[config.mk]
export PLATFORM = sky130hd
export DESIGN_NAME = tri_carrier_pwm
export DESIGN_NICKNAME = d
export VERILOG_FILES = /design/src/rtl/tpg_pkg.sv /design/src/rtl/tpg_carrier.sv /design/src/rtl/tpg_leg.sv /design/src/rtl/tpg_overlap_mon.sv /design/src/rtl/tri_carrier_pwm.sv
export SDC_FILE = /design/constraint.sdc
export NUM_CORES = 1
export LEC_CHECK = 0
export BUFFER_PORTS_ARGS = -buffer_cell sky130_fd_sc_hd__buf_2
export CAP_MARGIN = 10
export CORE_ASPECT_RATIO = 0.7
export CORE_MARGIN = 4
export CORE_UTILIZATION = 55
export DETAILED_ROUTE_END_ITERATION = 8
export PLACE_DENSITY = 0.75
export SLEW_MARGIN = 20
export SYNTH_ARGS = -nofsm -noshare
export SYNTH_HDL_FRONTEND = slang
export SYNTH_HIERARCHICAL = 1
export SYNTH_SLANG_ARGS = --single-unit
[constraint.sdc]
create_clock -name clk -period 5.85 [get_ports clk]
set_input_delay 0.585 -clock clk [delete_from_list [all_inputs] [get_ports clk]]
set_output_delay 0.585 -clock clk [all_outputs]
set_load 0.05 [all_outputs]
[src/rtl/tpg_pkg.sv]
package tpg_pkg;
    typedef enum logic {
        DIR_DOWN = 1'b0,
        DIR_UP   = 1'b1
    } carrier_dir_e;

    localparam int unsigned MIN_PEAK = 2;
endpackage

[src/rtl/tpg_carrier.sv]
module tpg_carrier
    import tpg_pkg::*;
#(
    parameter int CW     = 16,
    parameter int BOOT_W = 8
) (
    input  logic              clk,
    input  logic              rst_n,
    input  logic              en,
    input  logic [CW-1:0]     period,
    input  logic              boot_en,
    input  logic [BOOT_W-1:0] boot_len,
    output logic [CW-1:0]     cnt_o,
    output logic              at_peak_o,
    output logic              at_valley_o,
    output logic              force_lo_o
);
    localparam logic [CW-1:0] PEAK_FLOOR = CW'(MIN_PEAK);

    typedef struct packed {
        logic [CW-1:0]     cnt;
        carrier_dir_e      dir;
        logic [BOOT_W-1:0] boot;
    } car_st_t;

    car_st_t st_d, st_q;
    logic [CW-1:0] peak_eff;
    logic          at_peak, at_valley;

    always_comb begin
        peak_eff  = (period < PEAK_FLOOR) ? PEAK_FLOOR : period;
        at_peak   = en && (st_q.dir == DIR_UP) && (st_q.cnt >= peak_eff);
        at_valley = en && (st_q.dir == DIR_DOWN) && (st_q.cnt == '0);
        st_d      = st_q;
        if (!en) begin
            st_d.cnt  = '0;
            st_d.dir  = DIR_UP;
            st_d.boot = '0;
        end else begin
            if (st_q.dir == DIR_UP) begin
                if (at_peak) begin
                    st_d.cnt = st_q.cnt - 1'b1;
                    st_d.dir = DIR_DOWN;
                end else begin
                    st_d.cnt = st_q.cnt + 1'b1;
                end
            end else begin
                if (at_valley) begin
                    st_d.cnt = CW'(1);
                    st_d.dir = DIR_UP;
                end else begin
                    st_d.cnt = st_q.cnt - 1'b1;
                end
            end
            if (boot_en && at_peak) begin
                st_d.boot = boot_len;
            end else if (st_q.boot != '0) begin
                st_d.boot = st_q.boot - 1'b1;
            end
        end
    end

    always_ff @(posedge clk or negedge rst_n) begin
        if (!rst_n) begin
            st_q <= '{cnt: '0, dir: DIR_UP, boot: '0};
        end else begin
            st_q <= st_d;
        end
    end

    assign cnt_o       = st_q.cnt;
    assign at_peak_o   = at_peak;
    assign at_valley_o = at_valley;
    assign force_lo_o  = (st_q.boot != '0);

    // while running, the carrier only ever moves by one step
    assert_carrier_step_R2: assert property (@(posedge clk) disable iff (!rst_n)
        (en && $past(en) && st_q.cnt != $past(st_q.cnt)) |->
        (st_q.cnt == $past(st_q.cnt) + 1'b1 || st_q.cnt == $past(st_q.cnt) - 1'b1));

    // a disabled cycle leaves the carrier at zero
    assert_park_R1: assert property (@(posedge clk) disable iff (!rst_n)
        !en |=> (st_q.cnt == '0));
endmodule

[src/rtl/tpg_leg.sv]
module tpg_leg #(
    parameter int DW        = 16,
    parameter int DT_W      = 8,
    parameter int MIN_PULSE = 20
) (
    input  logic                 clk,
    input  logic                 rst_n,
    input  logic                 en,
    input  logic signed [DW-1:0] ref_in,
    input  logic [DW-1:0]        cnt,
    input  logic                 latch,
    input  logic [DT_W-1:0]      dead,
    input  logic                 force_lo,
    output logic                 up_o,
    output logic                 lo_o
);
    localparam int HW = (MIN_PULSE < 2) ? 1 : $clog2(MIN_PULSE);
    localparam logic [HW-1:0]   HOLD_LOAD = HW'(MIN_PULSE - 1);
    localparam logic [DT_W-1:0] RUN_MAX   = {DT_W{1'b1}};
    localparam logic [DW-1:0]   SIGN_FLIP = {1'b1, {(DW-1){1'b0}}};

    typedef struct packed {
        logic [DW-1:0]   ref_lat;
        logic            dem;
        logic            flt;
        logic [HW-1:0]   hold;
        logic [DT_W-1:0] run_up;
        logic [DT_W-1:0] run_lo;
        logic            up;
        logic            lo;
    } leg_st_t;

    leg_st_t st_d, st_q;
    logic [DW-1:0] ref_u;
    logic          raw_up, raw_lo;

    always_comb begin
        st_d  = st_q;
        ref_u = st_q.ref_lat ^ SIGN_FLIP;
        if (latch) begin
            st_d.ref_lat = ref_in;
        end
        st_d.dem = en && (ref_u > cnt);

        if (!en) begin
            st_d.flt  = 1'b0;
            st_d.hold = '0;
        end else if (st_q.hold != '0) begin
            st_d.hold = st_q.hold - 1'b1;
        end else if (st_q.dem != st_q.flt) begin
            st_d.flt  = st_q.dem;
            st_d.hold = HOLD_LOAD;
        end

        raw_up = en && st_q.flt;
        raw_lo = en && !st_q.flt;
        st_d.run_up = !raw_up ? '0 :
                      (st_q.run_up == RUN_MAX) ? RUN_MAX : st_q.run_up + 1'b1;
        st_d.run_lo = !raw_lo ? '0 :
                      (st_q.run_lo == RUN_MAX) ? RUN_MAX : st_q.run_lo + 1'b1;
        st_d.up = raw_up && (st_q.run_up >= dead);
        st_d.lo = en && ((raw_lo && (st_q.run_lo >= dead)) || force_lo);
    end

    always_ff @(posedge clk or negedge rst_n) begin
        if (!rst_n) begin
            st_q <= '0;
        end else begin
            st_q <= st_d;
        end
    end

    assign up_o = st_q.up;
    assign lo_o = st_q.lo;

    // both commands high only as the result of a forced lower pulse
    assert_no_overlap_R4: assert property (@(posedge clk) disable iff (!rst_n)
        (st_q.up && st_q.lo) |-> ($past(force_lo) && $past(en)));

    // an upper switch-on edge follows a full dead-time run of demand
    assert_dead_up_R6: assert property (@(posedge clk) disable iff (!rst_n)
        $rose(st_q.up) |-> ($past(st_q.run_up) >= $past(dead)));

    // a freshly changed level cannot flip back on the next edge
    assert_min_hold_R5: assert property (@(posedge clk) disable iff (!rst_n)
        (en && st_q.hold == HOLD_LOAD && HOLD_LOAD != '0) |=> (!en || st_q.flt == $past(st_q.flt)));
endmodule

[src/rtl/tpg_overlap_mon.sv]
module tpg_overlap_mon #(
    parameter int NL   = 3,
    parameter int ST_W = 16
) (
    input  logic            clk,
    input  logic            rst_n,
    input  logic [NL-1:0]   up,
    input  logic [NL-1:0]   lo,
    input  logic            clr,
    output logic [ST_W-1:0] count_o
);
    localparam logic [ST_W-1:0] CNT_MAX = {ST_W{1'b1}};

    typedef struct packed {
        logic [ST_W-1:0] cnt;
    } mon_st_t;

    mon_st_t st_d, st_q;
    logic    hit;

    always_comb begin
        st_d = st_q;
        hit  = |(up & lo);
        if (clr) begin
            st_d.cnt = '0;
        end else if (hit && st_q.cnt != CNT_MAX) begin
            st_d.cnt = st_q.cnt + 1'b1;
        end
    end

    always_ff @(posedge clk or negedge rst_n) begin
        if (!rst_n) begin
            st_q <= '0;
        end else begin
            st_q <= st_d;
        end
    end

    assign count_o = st_q.cnt;

    assert_sat_hold_R9: assert property (@(posedge clk) disable iff (!rst_n)
        (st_q.cnt == CNT_MAX && !clr) |=> (st_q.cnt == CNT_MAX));

    assert_clear_R10: assert property (@(posedge clk) disable iff (!rst_n)
        clr |=> (st_q.cnt == '0));

    // the count never moves by more than one per cycle
    assert_single_step_R8: assert property (@(posedge clk) disable iff (!rst_n)
        (!$past(clr) && st_q.cnt != $past(st_q.cnt)) |-> (st_q.cnt == $past(st_q.cnt) + 1'b1));
endmodule

[src/rtl/tri_carrier_pwm.sv]
module tri_carrier_pwm #(
    parameter int DATA_W    = 16,
    parameter int DT_W      = 8,
    parameter int BOOT_W    = 8,
    parameter int ST_W      = 16,
    parameter int MIN_PULSE = 20,
    parameter int NPH       = 3
) (
    input  logic                     clk,
    input  logic                     rst_n,
    input  logic                     en,
    input  logic signed [DATA_W-1:0] ref_a,
    input  logic signed [DATA_W-1:0] ref_b,
    input  logic signed [DATA_W-1:0] ref_c,
    input  logic [DATA_W-1:0]        period,
    input  logic [DT_W-1:0]          dead_cyc,
    input  logic                     boot_en,
    input  logic [BOOT_W-1:0]        boot_len,
    input  logic                     st_clr,
    output logic [NPH-1:0]           up_gate,
    output logic [NPH-1:0]           lo_gate,
    output logic [ST_W-1:0]          st_count
);
    logic [DATA_W-1:0]        cnt;
    logic                     at_peak, at_valley, force_lo, latch;
    logic signed [DATA_W-1:0] refs [NPH];

    always_comb begin
        for (int i = 0; i < NPH; i++) begin
            refs[i] = (i % 3 == 0) ? ref_a : (i % 3 == 1) ? ref_b : ref_c;
        end
        latch = !en || at_peak || at_valley;
    end

    tpg_carrier #(.CW(DATA_W), .BOOT_W(BOOT_W)) u_carrier (
        .clk(clk), .rst_n(rst_n), .en(en), .period(period),
        .boot_en(boot_en), .boot_len(boot_len),
        .cnt_o(cnt), .at_peak_o(at_peak), .at_valley_o(at_valley),
        .force_lo_o(force_lo)
    );

    for (genvar g = 0; g < NPH; g++) begin : g_leg
        tpg_leg #(.DW(DATA_W), .DT_W(DT_W), .MIN_PULSE(MIN_PULSE)) u_leg (
            .clk(clk), .rst_n(rst_n), .en(en), .ref_in(refs[g]),
            .cnt(cnt), .latch(latch), .dead(dead_cyc), .force_lo(force_lo),
            .up_o(up_gate[g]), .lo_o(lo_gate[g])
        );
    end

    tpg_overlap_mon #(.NL(NPH), .ST_W(ST_W)) u_mon (
        .clk(clk), .rst_n(rst_n), .up(up_gate), .lo(lo_gate),
        .clr(st_clr), .count_o(st_count)
    );

    assert_all_off_R1: assert property (@(posedge clk) disable iff (!rst_n)
        !en |=> (up_gate == '0 && lo_gate == '0));

    assert_boot_force_R7: assert property (@(posedge clk) disable iff (!rst_n)
        (en && force_lo) |=> (lo_gate == '1));
endmodule

# [Word level (Yosys, flattened, before mapping)]
# Index checks and enable logic that the tools add are counted.
[op_classes] reduce_logical=43 n_eq_ne=20 addsub=13 n_bitwise=5 magnitude_cmp=11 muxes=35
[op_table] operator="8-bit 2-to-1 mux" n=14
[op_table] operator="16-bit 2-to-1 mux" n=5
[op_table] operator="8-bit by 1-bit adder with 8-bit output (second input constant)" n=6
[op_table] operator="8-bit == test (second input constant)" n=6
[op_table] operator="8-bit >= comparator" n=6
[op_table] operator="16-bit greater-than comparator" n=3
[op_table] operator="6-bit 2-to-1 mux" n=6
[op_table] operator="16-bit by 1-bit adder with 16-bit output (second input constant)" n=2
[op_table] operator="25-bit 2-to-1 mux" n=1
[op_table] operator="1-bit logical AND" n=24
[op_table] operator="17-bit 2-to-1 mux" n=1
[op_table] operator="16-bit >= comparator" n=1
[op_table] operator="16-bit logical NOT" n=1
[op_table] operator="16-bit by 2-bit < comparator with 1-bit output (second input constant)" n=1
[op_table] operator="16-bit != test (second input constant)" n=1
[op_table] operator="16-bit by 1-bit subtractor with 16-bit output (second input constant)" n=1
[op_table] operator="5-bit 2-to-1 mux" n=3
[op_table] operator="5-bit nonzero test" n=3
[op_table] operator="5-bit by 1-bit subtractor with 5-bit output (second input constant)" n=3
[op_table] operator="3-bit by 1-bit != test with 1-bit output (second input constant)" n=4
[op_table] operator="8-bit nonzero test" n=1
[op_table] operator="8-bit by 1-bit subtractor with 8-bit output (second input constant)" n=1
[op_table] operator="2-bit by 1-bit != test with 1-bit output (second input constant)" n=3
[op_table] operator="2-bit != test (second input constant)" n=3
[op_table] operator="other kinds (9)" n=27
[totals] regBits=164 inputBits=85 out_inout_bits=22 elab_cells=155

# [Longest topological paths before layout]
[logic_depth] ltp_word=7 mapped_depth=15 ltp_nobuf=12

# [Modules after synthesis]
# The synthesis kept the hierarchy.
[by_module_without_submodules] module="tpg_leg (g_leg[1].u_leg ...)" seq_area_each_um2=1026.0 n_inst=2 area_each_um2=2509.9 cells_each=244
[by_module_without_submodules] module="tpg_leg (g_leg[0].u_leg)" seq_area_each_um2=1026.0 n_inst=1 area_each_um2=2486.1 cells_each=242
[by_module_without_submodules] module="tpg_carrier" seq_area_each_um2=626.9 n_inst=1 area_each_um2=2268.4 cells_each=279
[by_module_without_submodules] module="tpg_overlap_mon" seq_area_each_um2=400.4 n_inst=1 area_each_um2=919.6 cells_each=97
[by_module_without_submodules] module="tri_carrier_pwm" seq_area_each_um2=0.0 n_inst=1 area_each_um2=8.8 cells_each=1

# [Worst setup path after synthesis]
# OpenSTA, ideal clock, no wires.
[synth_path] path_kind="input port to flip-flop" start="input period[13]" end="register g_leg[0].u_leg.st_q (netlist bit g_leg[0].u_leg/ref_u[10])" path_slack_ns=2.220 setup_time_ns=0.125 arrival_ns=3.505 t_required_ns=5.725 n_path_buf=3 cell_stages=14 cell_sequence="nor4_1 > nand4_1 > and2_1 > ha_1 > nand2b_1 > a2111oi_0 > o311a_1 > o21ai_0 > clkbuf_2 > nor2b_1 > or3b_1 > buf_2 > buf_2 > mux2_2"
[synth_via] elab_chain_cells=6
[synth_rtl] element="start: declaration" line_no="tri_carrier_pwm.sv:15" text="input logic [DATA_W-1:0] period,"
[synth_rtl] element="16-bit by 2-bit < comparator with 1-bit output" line_no="tpg_carrier.sv:31" text="peak_eff = (period < PEAK_FLOOR) ? PEAK_FLOOR : period;"
[synth_rtl] element="16-bit 2-to-1 mux (*)" line_no="tpg_carrier.sv:31"
[synth_rtl] element="16-bit >= comparator (*)" line_no="tpg_carrier.sv:32" text="at_peak = en && (st_q.dir == DIR_UP) && (st_q.cnt >= peak_eff);"
[synth_rtl] element="1-bit logical AND (*)" line_no="tpg_carrier.sv:32"
[synth_rtl] element="named net at_peak" line_no="tri_carrier_pwm.sv:25" text="logic at_peak, at_valley, force_lo, latch;"
[synth_rtl] element="1-bit logical OR (*) (2 in series)" line_no="tri_carrier_pwm.sv:32" text="latch = !en || at_peak || at_valley;"
[synth_rtl] element="named net latch" line_no="tri_carrier_pwm.sv:25"
[synth_rtl] element="end signal: assignment" line_no="tpg_leg.sv:69" text="st_q <= st_d;"
[synth_rtl] element="end: declaration" line_no="tpg_leg.sv:33" text="leg_st_t st_d, st_q;"
# The timed path passes the listed nets; every way through them passes the cells marked *.
# A chain may end at the register's enable or synchronous reset.

# [Worst setup path in the final report]
[layout_path] start="input period[5]" end="register g_leg[2].u_leg.st_q (netlist bit g_leg[2].u_leg/ref_u[3])"
[layout_via] elab_chain_cells=6
[layout_rtl] element="16-bit by 2-bit < comparator with 1-bit output" line_no="tpg_carrier.sv:31"
[layout_rtl] element="16-bit 2-to-1 mux (*)" line_no="tpg_carrier.sv:31"
[layout_rtl] element="16-bit >= comparator (*)" line_no="tpg_carrier.sv:32"
[layout_rtl] element="1-bit logical AND (*)" line_no="tpg_carrier.sv:32"
[layout_rtl] element="named net at_peak" line_no="tri_carrier_pwm.sv:25"
[layout_rtl] element="1-bit logical OR (*) (2 in series)" line_no="tri_carrier_pwm.sv:32"
[layout_rtl] element="named net latch" line_no="tri_carrier_pwm.sv:25"
[layout_rtl] element="end signal: assignment" line_no="tpg_leg.sv:69"
[layout_rtl] element="end: declaration" line_no="tpg_leg.sv:33"
# Marked as above.

==> impl_metrics.tcl <==
set metrics [dict create \
    min_period_over_period_pct 66.9 \
    grt-ovfl-total 0 \
    route.final.wire_length_mm 25.0 \
    clockBufferDepth 2 \
    endpoint_kind "flip-flop" \
    r2r_slack_ns 2.13 \
    wire_length_of_the_first_global_routing_pass_mm 41.6 \
    height_of_the_die_um 125 \
    post_cts_hold_buffer_count 0 \
    outcome "finished clean" \
    timing.critical_path.from_type "primary input" \
    path_clk_slew_ns 0.06 \
    yosys_register_bits 164 \
    cts.sinks 164 \
    leakagePower_nw 5.69 \
    start_util_pct 56.3 \
    detail_route.iter0.violations 646 \
    cts_tree "built" \
    worstPathArrival_ns 4.22 \
    fillerInstances 1620 \
    final-hold-violation-count 0 \
    input_output_buffers 106 \
    post_synth.cell_area_avg_sq_um 9.67 \
    grt_start_max_net_pins 100 \
    fin_crit_ns 3.91 \
    finalClockSkew_ns 0.00841 \
    die_w_um 175 \
    tightestPinTransition_ns 0.954 \
    report.final.slew_viol_count 0 \
    syn2layout_area_growth_pct 11.4 \
    yosys-top-cells-count "sky130_fd_sc_hd__dfrtp_1, sky130_fd_sc_hd__inv_1, sky130_fd_sc_hd__ha_1" \
    unrepaired_setup_endpoints_after_global_routing "false" \
    mappedNetlistNets 1317 \
    max-cap-violations 0 \
    num_io_pins 107 \
    min_path_type "in2async" \
    crit_fanout 54 \
    slew_headroom_pct 36.4 \
    worst_skew_pair.late_latency_ns 0.43 \
    synth_async_sr_flop_share_pct 100 \
    post_cts.resized_instances 0 \
    cts_inserted_buffers 17 \
    ctsHtreeMaxLevel 4 \
    floorplan.rows 42 \
    cp.required_ns 6.16 \
    number_of_synthesized_flops_with_an_enable_pin 0 \
    setup_viol_count_final 0 \
    post-synth-top-area-fraction_pct 38.1 \
    timing_worst_setup_path_type "in2reg" \
    netlist_instances 1107 \
    totalNegativeSetupSlack_ns 0 \
    number_of_antenna_violations_at_the_first_check_in_global_routing 1 \
    first_pass_iters 5 \
    post_synth_instance_area_sq_um 10700 \
    detail_route.drc_violations 0 \
    synth.lib_cells_used.distinct 80 \
    worstSetupStartpoint "period[5]" \
    drt-wirelength-per-cell_um 17.0 \
    synthMostInstantiatedCell "sky130_fd_sc_hd__dfrtp_1" \
    yosysWarnings 6 \
    number_of_antenna_violating_nets_in_the_routed_design 0 \
    post-dp-hpwl_mm 18.0 \
    max_freq_mhz 256 \
    dr_total_vias 8560 \
    yosys_most_used_dff "sky130_fd_sc_hd__dfrtp_1" \
    r2r_end "g_leg[2].u_leg/ref_u[3]$_DFFE_PN0P_" \
    post-cts-setup-buffers 0 \
    design.core.area_sq_um 19000 \
    yosysTopAreaCell "sky130_fd_sc_hd__dfrtp_1" \
    cts_root_buffer "sky130_fd_sc_hd__clkbuf_16" \
    final.hold.worst_slack_ns 0.223 \
    register_area_share_after_synthesis_pct 38.4 \
    power_density_relative_to_cell_area_nw_per_um2 368 \
    gpl.final_weighted_congestion 0.885 \
    final_nets 1404 \
    die_area_sq_um 21800 \
    grt_util_all_layers_pct 23.2 \
    synth.area.top_cells "sky130_fd_sc_hd__dfrtp_1, sky130_fd_sc_hd__ha_1, sky130_fd_sc_hd__mux2_2" \
    multi_input_area_sq_um 5820 \
    layout-drive-gt1-share_pct 19.6 \
    seq_area_sq_um 4110 \
    vdd.ir_drop.worst_v 0.000211 \
    first_global_vias 8372 \
    ff2ff_path_depth 11 \
    post_drt_via_cell_ratio 5.82 \
    r2r_start "u_carrier/cnt_o[0]$_DFF_PN0_" \
]
==> state kept, by name, indices dropped and copies added, names as in the netlist <==
| register | count |
|---|---|
| g_leg.u_leg/lo_o | 3 |
| u_carrier/st_q | 9 |
| g_leg.u_leg/up_o | 3 |
| u_carrier/cnt_o | 16 |
| g_leg.u_leg/ref_u | 45 |
| u_mon/count_o | 16 |
| g_leg.u_leg/st_q | 72 |
==> routing by layer <==
layer | track usage [%] | wire, um
met5 | 0 | 0
met3 | 4.19 | 1600
met4 | 7.11 | 396
met1 | 35.0 | 12200
met2 | 34.0 | 10800
==> cell type report <==
cell class                 count  share of cell area, %
sequential                   164                   34.4
multi-input combinational    767                   48.9
timing repair buffer         110                   4.75
clock buffer                  19                   3.63
tap                          264                   2.77
antenna                        1                 0.0210
inverter                     134                   4.22
clock inverter                12                   1.30
==> critical path, stage by stage <==
cell                        delay, ns
sky130_fd_sc_hd__buf_2           0.11
sky130_fd_sc_hd__nor4_1          0.32
sky130_fd_sc_hd__nand4_1         0.18
sky130_fd_sc_hd__and2_1          0.20
sky130_fd_sc_hd__ha_1            0.26
sky130_fd_sc_hd__nand2b_1        0.14
sky130_fd_sc_hd__a2111oi_0       0.56
sky130_fd_sc_hd__o311a_1         0.26
sky130_fd_sc_hd__o21ai_0         0.10
sky130_fd_sc_hd__buf_4           0.20
sky130_fd_sc_hd__nor2b_1         0.13
sky130_fd_sc_hd__or3b_2          0.46
sky130_fd_sc_hd__buf_4           0.32
sky130_fd_sc_hd__mux2_2          0.36
==> layout by cell type, fill, tap and decap left out, types with 10 or more instances in the layout <==
cell type and n:
sky130_fd_sc_hd__buf_2 105, sky130_fd_sc_hd__clkbuf_16 17, sky130_fd_sc_hd__ha_1 125, sky130_fd_sc_hd__nor2_1 39
sky130_fd_sc_hd__and3_1 12, sky130_fd_sc_hd__o21ai_0 35, sky130_fd_sc_hd__xnor2_1 20, sky130_fd_sc_hd__a31oi_1 18
sky130_fd_sc_hd__a221oi_1 12, sky130_fd_sc_hd__inv_1 134, sky130_fd_sc_hd__nand2_1 65, sky130_fd_sc_hd__xor2_1 11
sky130_fd_sc_hd__nand3_1 29, sky130_fd_sc_hd__nor2b_1 10, sky130_fd_sc_hd__or3_1 23, sky130_fd_sc_hd__nor3_1 26
sky130_fd_sc_hd__a21o_1 19, sky130_fd_sc_hd__mux2_2 45, sky130_fd_sc_hd__nand2b_1 11, sky130_fd_sc_hd__nand4_1 21
sky130_fd_sc_hd__dfrtp_1 163, sky130_fd_sc_hd__a21oi_1 89
==> worst max path at each step <==
stage               slack, ns  cells past startpoint                                    to
floorplan                2.22                     14  g_leg[0].u_leg/ref_u[10]$_DFFE_PN0P_
global placement         1.82                     14   g_leg[1].u_leg/ref_u[7]$_DFFE_PN0P_
detailed placement       1.65                     14  g_leg[1].u_leg/ref_u[11]$_DFFE_PN0P_
CTS                      2.10                     14  g_leg[1].u_leg/ref_u[11]$_DFFE_PN0P_
global route             1.90                     14   g_leg[2].u_leg/ref_u[6]$_DFFE_PN0P_
finish                   1.94                     14   g_leg[2].u_leg/ref_u[3]$_DFFE_PN0P_
==> per-stage QoR <==
stage	util, %	setup WS, ns	area (sq um)	instances	total power [mW]
after floorplan	-	2.22	10700	1107	2.85
after global placement	59.6	1.82	11300	1439	3.14
after detailed placement	59.6	1.65	11300	1439	3.22
after CTS	62.6	2.10	11900	1470	4.40
after global routing	62.7	1.90	11900	1471	4.72
final	62.7	1.94	11900	1471	4.39
==> where the power goes <==
group / leakage [nW] / switching [mW] / internal [mW]
Clock: 0.284 / 0.475 / 0.672
Sequential: 2.13 / 0.324 / 1.35
Combinational: 3.28 / 0.865 / 0.705
Total: 5.69 / 1.66 / 2.72
==> kinds of logic after synthesis <==
kind of cell / after synthesis / synth area share [%]
flops: 164 / 38.4
buf+inv: 176 / 7.22
compound gates: 234 / 14.0
fa+ha+maj: 125 / 14.6
xor+xnor: 31 / 2.54
mux: 50 / 5.21
simple gates: 327 / 18.1
Power figures use the tool's default switching activity.
